**src/rtl/adc_seq_pkg.sv**
```systemverilog
package adc_seq_pkg;

  typedef enum logic [1:0] {
    ST_IDLE  = 2'd0,
    ST_ACQ   = 2'd1,
    ST_CONV  = 2'd2,
    ST_RECOV = 2'd3
  } seqState_t;

  // Strobes from control to datapath
  typedef struct packed {
    logic latchResult;
    logic takeStart;
    logic dropPending;
  } ctrlStrobes_t;

  localparam int ACQ_CODE_W = 3;
  localparam int CNT_W      = 5;

  // Acquisition length in conversion-clock ticks per code
  function automatic logic [CNT_W-1:0] acqTicks(input logic [ACQ_CODE_W-1:0] code);
    logic [CNT_W-1:0] t;
    if (code < 3'd5) t = CNT_W'({code, 1'b0});
    else             t = CNT_W'((code - 3'd2) << 2);
    return t;
  endfunction

endpackage

```
**src/rtl/adc_seq_dp.sv**
```systemverilog
module adc_seq_dp
  import adc_seq_pkg::*;
#(
  parameter int DATA_W   = 12,
  parameter int NUM_TRIG = 4,
  localparam int SEL_W   = $clog2(NUM_TRIG)
) (
  input  logic              clk,
  input  logic              rstN,
  input  logic              regEnable,
  input  logic              swStartSet,
  input  logic [SEL_W-1:0]  trigSel,
  input  logic [NUM_TRIG-1:0] trigIn,
  input  logic [DATA_W-1:0] adcData,
  input  logic              resWrEn,
  input  logic [DATA_W-1:0] resWrData,
  input  ctrlStrobes_t      strobes,
  output logic              newStart,
  output logic              pendingQ,
  output logic [DATA_W-1:0] result
);

  logic enPrev;
  logic trigHit;
  logic swOk;
  logic [NUM_TRIG-1:0] trigMask;

  // Select one trigger line through a decoded mask
  for (genvar g = 0; g < NUM_TRIG; g++) begin : g_trig
    assign trigMask[g] = (trigSel == SEL_W'(g)) & trigIn[g];
  end

  assign trigHit  = |trigMask;
  assign swOk     = swStartSet & enPrev;
  assign newStart = regEnable & (swOk | trigHit);

  always_ff @(posedge clk or negedge rstN) begin
    if (!rstN) enPrev <= 1'b0;
    else       enPrev <= regEnable;
  end

  // Held start request
  always_ff @(posedge clk or negedge rstN) begin
    if (!rstN)                                      pendingQ <= 1'b0;
    else if (!regEnable || strobes.dropPending)     pendingQ <= 1'b0;
    else if (strobes.takeStart)                     pendingQ <= 1'b0;
    else if (newStart)                              pendingQ <= 1'b1;
  end

  // Result register: converter data wins over a software write
  always_ff @(posedge clk or negedge rstN) begin
    if (!rstN)                    result <= '0;
    else if (strobes.latchResult) result <= adcData;
    else if (resWrEn)             result <= resWrData;
  end

endmodule

```
**src/rtl/adc_seq_ctrl.sv**
```systemverilog
module adc_seq_ctrl
  import adc_seq_pkg::*;
#(
  parameter int RECOV_TICKS = 2
) (
  input  logic                  clk,
  input  logic                  rstN,
  input  logic                  regEnable,
  input  logic                  swStartClr,
  input  logic [ACQ_CODE_W-1:0] acqSel,
  input  logic                  convTick,
  input  logic                  adcDone,
  input  logic                  newStart,
  input  logic                  pendingQ,
  output ctrlStrobes_t          strobes,
  output logic                  sampleHold,
  output logic                  convStart,
  output logic                  busy,
  output logic                  doneIrq
);

  localparam logic [CNT_W-1:0] RECOV_LOAD = CNT_W'(RECOV_TICKS);

  seqState_t        state;
  logic [CNT_W-1:0] tickCnt;
  logic             cntZero;
  logic             inRun;
  logic             abortNow;
  logic             recovExit;
  logic             restart;

  assign cntZero   = (tickCnt == '0);
  assign inRun     = (state == ST_ACQ) || (state == ST_CONV);
  assign abortNow  = inRun && swStartClr;
  assign recovExit = (state == ST_RECOV) && cntZero;
  assign restart   = recovExit && (newStart || (pendingQ && regEnable));

  always_comb begin
    strobes.latchResult = (state == ST_CONV) && adcDone && !swStartClr;
    strobes.takeStart   = ((state == ST_IDLE) && newStart) || restart;
    strobes.dropPending = abortNow;
  end

  assign sampleHold = (state == ST_IDLE) || (state == ST_ACQ);

  always_ff @(posedge clk or negedge rstN) begin
    if (!rstN) begin
      state     <= ST_IDLE;
      tickCnt   <= '0;
      busy      <= 1'b0;
      convStart <= 1'b0;
      doneIrq   <= 1'b0;
    end else begin
      convStart <= 1'b0;
      doneIrq   <= 1'b0;
      unique case (state)
        ST_IDLE: begin
          if (newStart) begin
            state   <= ST_ACQ;
            tickCnt <= acqTicks(acqSel);
            busy    <= 1'b1;
          end
        end
        ST_ACQ: begin
          if (swStartClr) begin
            state   <= ST_RECOV;
            tickCnt <= RECOV_LOAD;
            busy    <= 1'b0;
          end else if (cntZero) begin
            state     <= ST_CONV;
            convStart <= 1'b1;
          end else if (convTick) begin
            tickCnt <= tickCnt - 1'b1;
          end
        end
        ST_CONV: begin
          if (swStartClr) begin
            state   <= ST_RECOV;
            tickCnt <= RECOV_LOAD;
            busy    <= 1'b0;
          end else if (adcDone) begin
            state   <= ST_RECOV;
            tickCnt <= RECOV_LOAD;
            busy    <= 1'b0;
            doneIrq <= 1'b1;
          end
        end
        ST_RECOV: begin
          if (cntZero) begin
            if (restart) begin
              state   <= ST_ACQ;
              tickCnt <= acqTicks(acqSel);
              busy    <= 1'b1;
            end else begin
              state <= ST_IDLE;
            end
          end else if (convTick) begin
            tickCnt <= tickCnt - 1'b1;
          end
        end
        default: state <= ST_IDLE;
      endcase
    end
  end

endmodule

```
**src/rtl/adc_seq_top.sv**
```systemverilog
module adc_seq_top
  import adc_seq_pkg::*;
#(
  parameter int DATA_W      = 12,
  parameter int NUM_TRIG    = 4,
  parameter int RECOV_TICKS = 2,
  localparam int SEL_W      = $clog2(NUM_TRIG)
) (
  input  logic                  clk,
  input  logic                  rstN,
  input  logic                  regEnable,
  input  logic                  swStartSet,
  input  logic                  swStartClr,
  input  logic [ACQ_CODE_W-1:0] acqSel,
  input  logic [SEL_W-1:0]      trigSel,
  input  logic [NUM_TRIG-1:0]   trigIn,
  input  logic                  convTick,
  input  logic                  adcDone,
  input  logic [DATA_W-1:0]     adcData,
  input  logic                  resWrEn,
  input  logic [DATA_W-1:0]     resWrData,
  output logic                  sampleHold,
  output logic                  convStart,
  output logic                  busy,
  output logic                  doneIrq,
  output logic [DATA_W-1:0]     result
);

  ctrlStrobes_t strobes;
  logic         newStart;
  logic         pendingQ;

  adc_seq_ctrl #(.RECOV_TICKS(RECOV_TICKS)) i_ctrl (
    .clk        (clk),
    .rstN       (rstN),
    .regEnable  (regEnable),
    .swStartClr (swStartClr),
    .acqSel     (acqSel),
    .convTick   (convTick),
    .adcDone    (adcDone),
    .newStart   (newStart),
    .pendingQ   (pendingQ),
    .strobes    (strobes),
    .sampleHold (sampleHold),
    .convStart  (convStart),
    .busy       (busy),
    .doneIrq    (doneIrq)
  );

  adc_seq_dp #(.DATA_W(DATA_W), .NUM_TRIG(NUM_TRIG)) i_dp (
    .clk        (clk),
    .rstN       (rstN),
    .regEnable  (regEnable),
    .swStartSet (swStartSet),
    .trigSel    (trigSel),
    .trigIn     (trigIn),
    .adcData    (adcData),
    .resWrEn    (resWrEn),
    .resWrData  (resWrData),
    .strobes    (strobes),
    .newStart   (newStart),
    .pendingQ   (pendingQ),
    .result     (result)
  );

endmodule

```
**config.mk**
```make
export PLATFORM = sky130hd
export DESIGN_NAME = adc_seq_top
export DESIGN_NICKNAME = d
export VERILOG_FILES = /design/src/rtl/adc_seq_pkg.sv /design/src/rtl/adc_seq_dp.sv /design/src/rtl/adc_seq_ctrl.sv /design/src/rtl/adc_seq_top.sv
export SDC_FILE = /design/constraint.sdc
export NUM_CORES = 1
export LEC_CHECK = 0
export BUFFER_PORTS_ARGS = -buffer_cell sky130_fd_sc_hd__buf_2
export CAP_MARGIN = 0
export CELL_PAD_IN_SITES_DETAIL_PLACEMENT = 0
export CELL_PAD_IN_SITES_GLOBAL_PLACEMENT = 2
export CORE_MARGIN = 2
export CORE_UTILIZATION = 28
export DETAILED_ROUTE_END_ITERATION = 8
export GPL_TIMING_DRIVEN = 0
export PLACE_DENSITY = 0.75
export SYNTH_ARGS = -nofsm -noshare
export SYNTH_HDL_FRONTEND = slang
export SYNTH_SLANG_ARGS = --single-unit
```
**constraint.sdc**
```tcl
create_clock -name clk -period 2.75 [get_ports clk]
set_clock_uncertainty 0.2 [all_clocks]
set_input_delay 0.275 -clock clk [delete_from_list [all_inputs] [get_ports clk]]
set_output_delay 0.275 -clock clk [all_outputs]
set_load 0.01 [all_outputs]
```
* Yosys cells after proc, flatten, opt, wreduce, memory -nomap -nowiden
Cells that the tools add are included.
** Word-level totals
- Register bits after elaboration :: 24
- Bits in latches :: 0
- RAM bits :: 0
- Bits in read-only memories :: 0
- Bits of input ports :: 41
- Output and inout bits :: 16
- Memories kept :: 0
** Cells by class
- $add $sub $neg :: 2
- Multipliers :: 0
- Divide/modulo/power cells :: 0
- $lt $le $gt $ge :: 1
- Equal/unequal tests :: 14
- Shift operators :: 0
- Mux-type cells :: 35
- Bitwise operators :: 7
- Reductions and logical operators :: 23
** Operators by type and width (count)
- 2-to-1 mux 5 bit :: 9
- 2-to-1 mux 12 bit :: 2
- one-hot mux 5 bit (4 select lines) :: 1
- 2-to-1 mux 1 bit :: 15
- 2-to-1 mux 2 bit :: 6
- inequality test 3 bit, second input constant :: 3
- == test 2 bit, second input constant :: 4
- one-hot mux 2 bit (4 select lines) :: 1
- AND reduction 4 bit :: 2
- logical AND 1 bit :: 7
- bitwise AND 1 bit :: 6
- inequality test 2 x 1 -> 1 bit, second input constant :: 3
- zero test 5 bit :: 1
- logical OR 1 bit :: 5
- AND reduction 5 bit :: 1
- subtractor 5 x 1 -> 5 bit, second input constant :: 1
- == test 2 x 1 -> 1 bit, second input constant :: 2
- zero test 2 bit :: 2
- one-hot mux 1 bit (4 select lines) :: 1
- OR reduction 4 bit :: 1
- < comparator 3 bit, second input constant :: 1
- inequality test 3 x 2 -> 1 bit, second input constant :: 1
- nonzero test 3 bit :: 1
- subtractor 3 x 2 -> 3 bit, second input constant :: 1
- 4 further kinds :: 5

* Logic depth before layout (Yosys ltp)
- Word-level depth :: 10
- Depth in mapped cells :: 8
- Mapped depth without buffers :: 7

* Cells and area by module
Synthesis repeated with hierarchy kept, for this count alone.
** Unflattened totals
- Cell total of the unflattened synthesis :: 147
- Area, all modules :: 1511.4 um2
** Modules (own cells, without submodules)
- adc_seq_ctrl :: instances 1, cells an instance 86, area each 850.8 um2
- adc_seq_dp :: instances 1, cells an instance 61, area each 660.6 um2

* Least setup slack after synthesis
No wires, ideal clock.
- Kind :: flip-flop to flip-flop
- Start :: register i_ctrl.state[0]
- End :: register i_ctrl.state[0]
- Library setup time :: 0.125 ns
- Arrival time :: 1.663 ns
- Setup slack :: 0.762 ns
- Cell stages (with the launch flop) :: 8
- Clock period less this slack :: 1.988 ns
- Cell sequence :: dfrtp_1 > inv_1 > ha_1 > nor3b_1 > nor2b_1 > a21oi_2 > o21bai_1 > mux2_2
** On the way
- Longest elaborated chain between the ends :: 6
- Elaborated cells between the ends (all ways) :: 14
- Those cells by class :: 7 x eq/ne; 3 x mux; 4 x reduce/logical
** RTL lines
- start, declared :: line adc_seq_ctrl.sv:24 : seqState_t state;
- start signal, assigned :: line adc_seq_ctrl.sv:48 : state <= ST_IDLE;
- start signal, assigned :: line adc_seq_ctrl.sv:59 : state <= ST_ACQ;
- start signal, assigned :: line adc_seq_ctrl.sv:66 : state <= ST_RECOV;
- == test 2 bit :: line adc_seq_ctrl.sv:35, adc_seq_ctrl.sv:56
- logical AND 1 bit :: line adc_seq_ctrl.sv:35 : assign recovExit = (state == ST_RECOV) && cntZero;
- logical AND 1 bit :: line adc_seq_ctrl.sv:36 : assign restart = recovExit && (newStart || (pendingQ && regEnable));
- 2-to-1 mux 1 bit :: line adc_seq_ctrl.sv:90 : if (restart) begin
- 2-to-1 mux 2 bit :: line adc_seq_ctrl.sv:89 : if (cntZero) begin
- one-hot mux 2 bit (4 select lines) :: line adc_seq_ctrl.sv:56 : unique case (state)
Parallel ways exist; a longest one is shown, timed or not. The select of a mux whose other input is x is not followed.
A chain may end at the register's enable or synchronous reset.

* Final worst setup path
- Start :: register i_ctrl.state[0]
- End :: output port sampleHold
** On the way
- Longest elaborated chain between the ends :: 2
- Elaborated cells between the ends (all ways) :: 3
- Those cells by class :: 1 x eq/ne; 2 x reduce/logical
** RTL lines
- == test 2 x 1 -> 1 bit / zero test 2 bit (equally long branches) :: line adc_seq_ctrl.sv:44 : assign sampleHold = (state == ST_IDLE) || (state == ST_ACQ);
- logical OR 1 bit * :: line adc_seq_ctrl.sv:44
- end, declared :: line adc_seq_top.sv:22 : output logic sampleHold,
Mark *: on every way between the ends. The rest lies on a longest branch, timed or not.

==> out/qor.csv <==
stage,metric,value,unit
synthesis,synth_fa_ha_area_share,4.25,%
critical_path,cp_cell_sequence,inv_1 -> ha_1 -> clkbuf_1 -> or2_2 -> buf_2,
clocking,numCtsBuffers,3,
synthesis,yosysMostFrequentCell,dfrtp_1,
sta,slew_headroom,62.1,%
flow_run,maxCapViolCount,0,
clocking,root_buffer,clkbuf_8,
route,vias_per_cell,4.54,
critical_path,cp_data_arrival_time,1.77,ns
power_and_ir_drop,ir_worst_vdd,0.000382,V
floorplan,start_util,28.8,%
critical_path,critical_path_class,flip-flop to output pin,
critical_path,cp-start-kind,flip-flop,
sta,max_freq,0.445,GHz
synthesis,synth_compound_area_share,21.2,%
placement,port_buffers,56,
critical_path,critPathTopFamily,buffers and inverters,
placement,dp.cells,276,
power_and_ir_drop,p_leak,0.953,nW
critical_path,crit_required,2.28,ns
critical_path,r2r-start,i_ctrl.state[0],
synthesis,syn_area,0.00147,mm2
clocking,cts_tree,done,
clocking,ctsHoldBuffers,2,
synthesis,synth_top_family_by_area,compound AO/OA/AOI/OAI gates,
sta,hold_viol,0,
global_route,grt.overflow.total,0,
power_and_ir_drop,p_per_area,911,mW/mm2
floorplan,dieHeight,76.5,um
placement,place.gp.congestion,0.711,
final_layout,final_cells,282,
clocking,htreeDepth,1,
floorplan,num_io_pins,57,
clocking,cts_setup_buffers,0,
sta,post-route-min-period,2.25,ns
sta,finalSetupTns,0,ns
critical_path,setup.worst_path.end_class,output pin,
clocking,ctsLongestPathBuffers,2,
placement,dp_hpwl,2.75,mm
synthesis,synth-async-reset-ratio,100,%
power_and_ir_drop,finalPower,1.76,mW
synthesis,syn_nets,196,
global_route,grt_pass1_vias,1345,
synthesis,yosys_warnings,0,
route,ant_nets,0,
critical_path,r2r_slack,0.57,ns
floorplan,std_cell_rows,26,
global_route,grt_max_degree,25,
route,first_pass_iters,4,
critical_path,r2r_end,i_ctrl.state[0],
sta,post-route-period-util,81.7,%
floorplan,dieArea,0.00586,mm2
synthesis,synth_ff_type,dfrtp_1,
route,route.detailed.drc,0,
global_route,grt_first_pass_wirelength,6.22,mm
synthesis,synth_top_area_share,40.8,%
synthesis,ys_seq_area_share,40.8,%
worst_hold_path,hp-class,primary input to flip-flop,
worst_hold_path,min_to,i_dp.result[0],
route,vias,1281,
synthesis,synth_common_cells,"24 x dfrtp_1, 16 x mux2i_1, 16 x nor2_1",
synthesis,muxShareOfSynthArea,13.2,%
synthesis,synthSimpleGateAreaFrac,15.2,%
route,first_iter_violations,12,
sta,setup_viol,0,
floorplan,die_w,76.5,um
critical_path,max_stage_delay,0.42,ns
global_route,grtUsageTotal,12.7,%
critical_path,crit_path_top_delay_cell,dfrtp_1,
worst_hold_path,hp-start,adcData[0],
final_layout,drive_above_1_share,35.8,%
critical_path,cp_max_fo,10,
route,wl_per_cell,12.2,um
final_layout,syn_to_final_growth,31.2,%
floorplan,core_area,0.00511,mm2
sta,drv_slew,0,
global_route,antenna_found_initial,0,
critical_path,crit_buf_inv,3,
route,routed_wl,3.45,mm
clocking,cts.clk_slew.worst_paths,0.09,ns
sta,grt_setup_unrepaired,no,
synthesis,synth_area_leaders,"dfrtp_1 41%, mux2i_1 11%, a21oi_1 4.8%",
clocking,insertion_delay,0.26,ns
worst_hold_path,worstHoldPathCells,3,
synthesis,postSynthAreaPerCell,9.82,um2
synthesis,synth_cell_types,41,
outcome,status,completed,
final_layout,fillers,530,
synthesis,synth_cells,150,
synthesis,synth_edf_count,0,
clocking,numClockSinks,24,
final_layout,n_antenna_cell,0,
synthesis,synth_xor_xnor_area_share,0.595,%
critical_path,r2r_cells,7,
final_layout,fin_nets,259,
synthesis,ys_ff_latch,24,
clocking,cts_resized,0,
synthesis,yosysTopAreaCell,dfrtp_1,
sta,worst_slew_pin_slew,0.569,ns
routing by layer:
metal  wire length, um  track usage (%)  share of wire, %
met5                 0                0                 0
met4                17             2.73              0.49
met3               228             2.61               6.6
met2              1490             20.6                43
met1              1710             17.6                50
area by class of cell:
class	count	area (um2)	share of cell area, %
plain buffers	7	32.5	1.68
clock buffers	3	41.3	2.14
clock inverters	1	30.0	1.55
inverters	10	37.5	1.94
multi-input cells	109	802	41.5
flip-flops and latches	24	601	31.1
well taps	70	87.6	4.53
repair buffers	58	300	15.5
kinds of logic (layout without fill, tap and decap cells):
logic type,after synthesis,after routing
AOI/OAI and AO/OA,41,41
buffers and inverters,17,79
adders and majority gates,5,5
and+or+nand+nor,43,43
muxes,19,19
xor gates and xnor gates,1,1
DFF,24,24
stage by stage:
step                      area, um2  utilization, %  setup WS [ns]  hold slack [ns]
after floorplan                1470               -          0.762           -0.221
after global placement         1840            36.0          0.568            0.108
after detailed placement       1840            36.0          0.574            0.110
after CTS                      1930            37.8          0.483           0.0442
after global routing           1930            37.8          0.347           0.0544
final                          1930            37.8          0.502           0.0534
power by group:
part           internal (mW)  total [mW]  switching, mW
logic                  0.419       0.912          0.493
registers              0.466       0.536         0.0702
clock network          0.194       0.312          0.117
state kept, by name (all words and copies together) (netlist names):
| signal | flops |
|---|---|
| i_ctrl.busy | 1 |
| i_ctrl.convStart | 1 |
| i_ctrl.doneIrq | 1 |
| i_ctrl.state | 2 |
| i_ctrl.tickCnt | 5 |
| i_dp.enPrev | 1 |
| i_dp.pendingQ | 1 |
| i_dp.result | 12 |
cells in the final DEF, fill, tap and decap left out, types with 2 or more instances in the layout:
cell type	n
nor2_1	16
dlygate4sd3_1	2
nor3b_1	2
and2_1	2
nand2_1	6
o31ai_1	5
clkbuf_1	4
dfrtp_1	24
a221oi_1	2
nand2b_1	2
buf_2	57
ha_1	5
clkbuf_8	3
nor2b_1	5
nor3_1	5
inv_1	10
mux2_2	3
o21ai_0	4
a22oi_4	2
mux2i_1	16
a21oi_1	14
how the worst max path moves through the flow:
stage,cells past startpoint,end,slack (ns),from
global placement,7,i_ctrl.state[0],0.57,i_ctrl.state[0]
global route,5,sampleHold,0.35,i_ctrl.state[0]
finish,5,sampleHold,0.50,i_ctrl.state[0]
floorplan,7,i_ctrl.state[0],0.76,i_ctrl.state[0]
CTS,5,sampleHold,0.48,i_ctrl.state[0]
detailed placement,7,i_ctrl.state[0],0.57,i_ctrl.state[0]
worst min-delay path, stage by stage:
cell and delay [ns]:
buf_2 0.07, nor2_1 0.03, a21oi_1 0.10
Power figures use the tool's default switching activity.
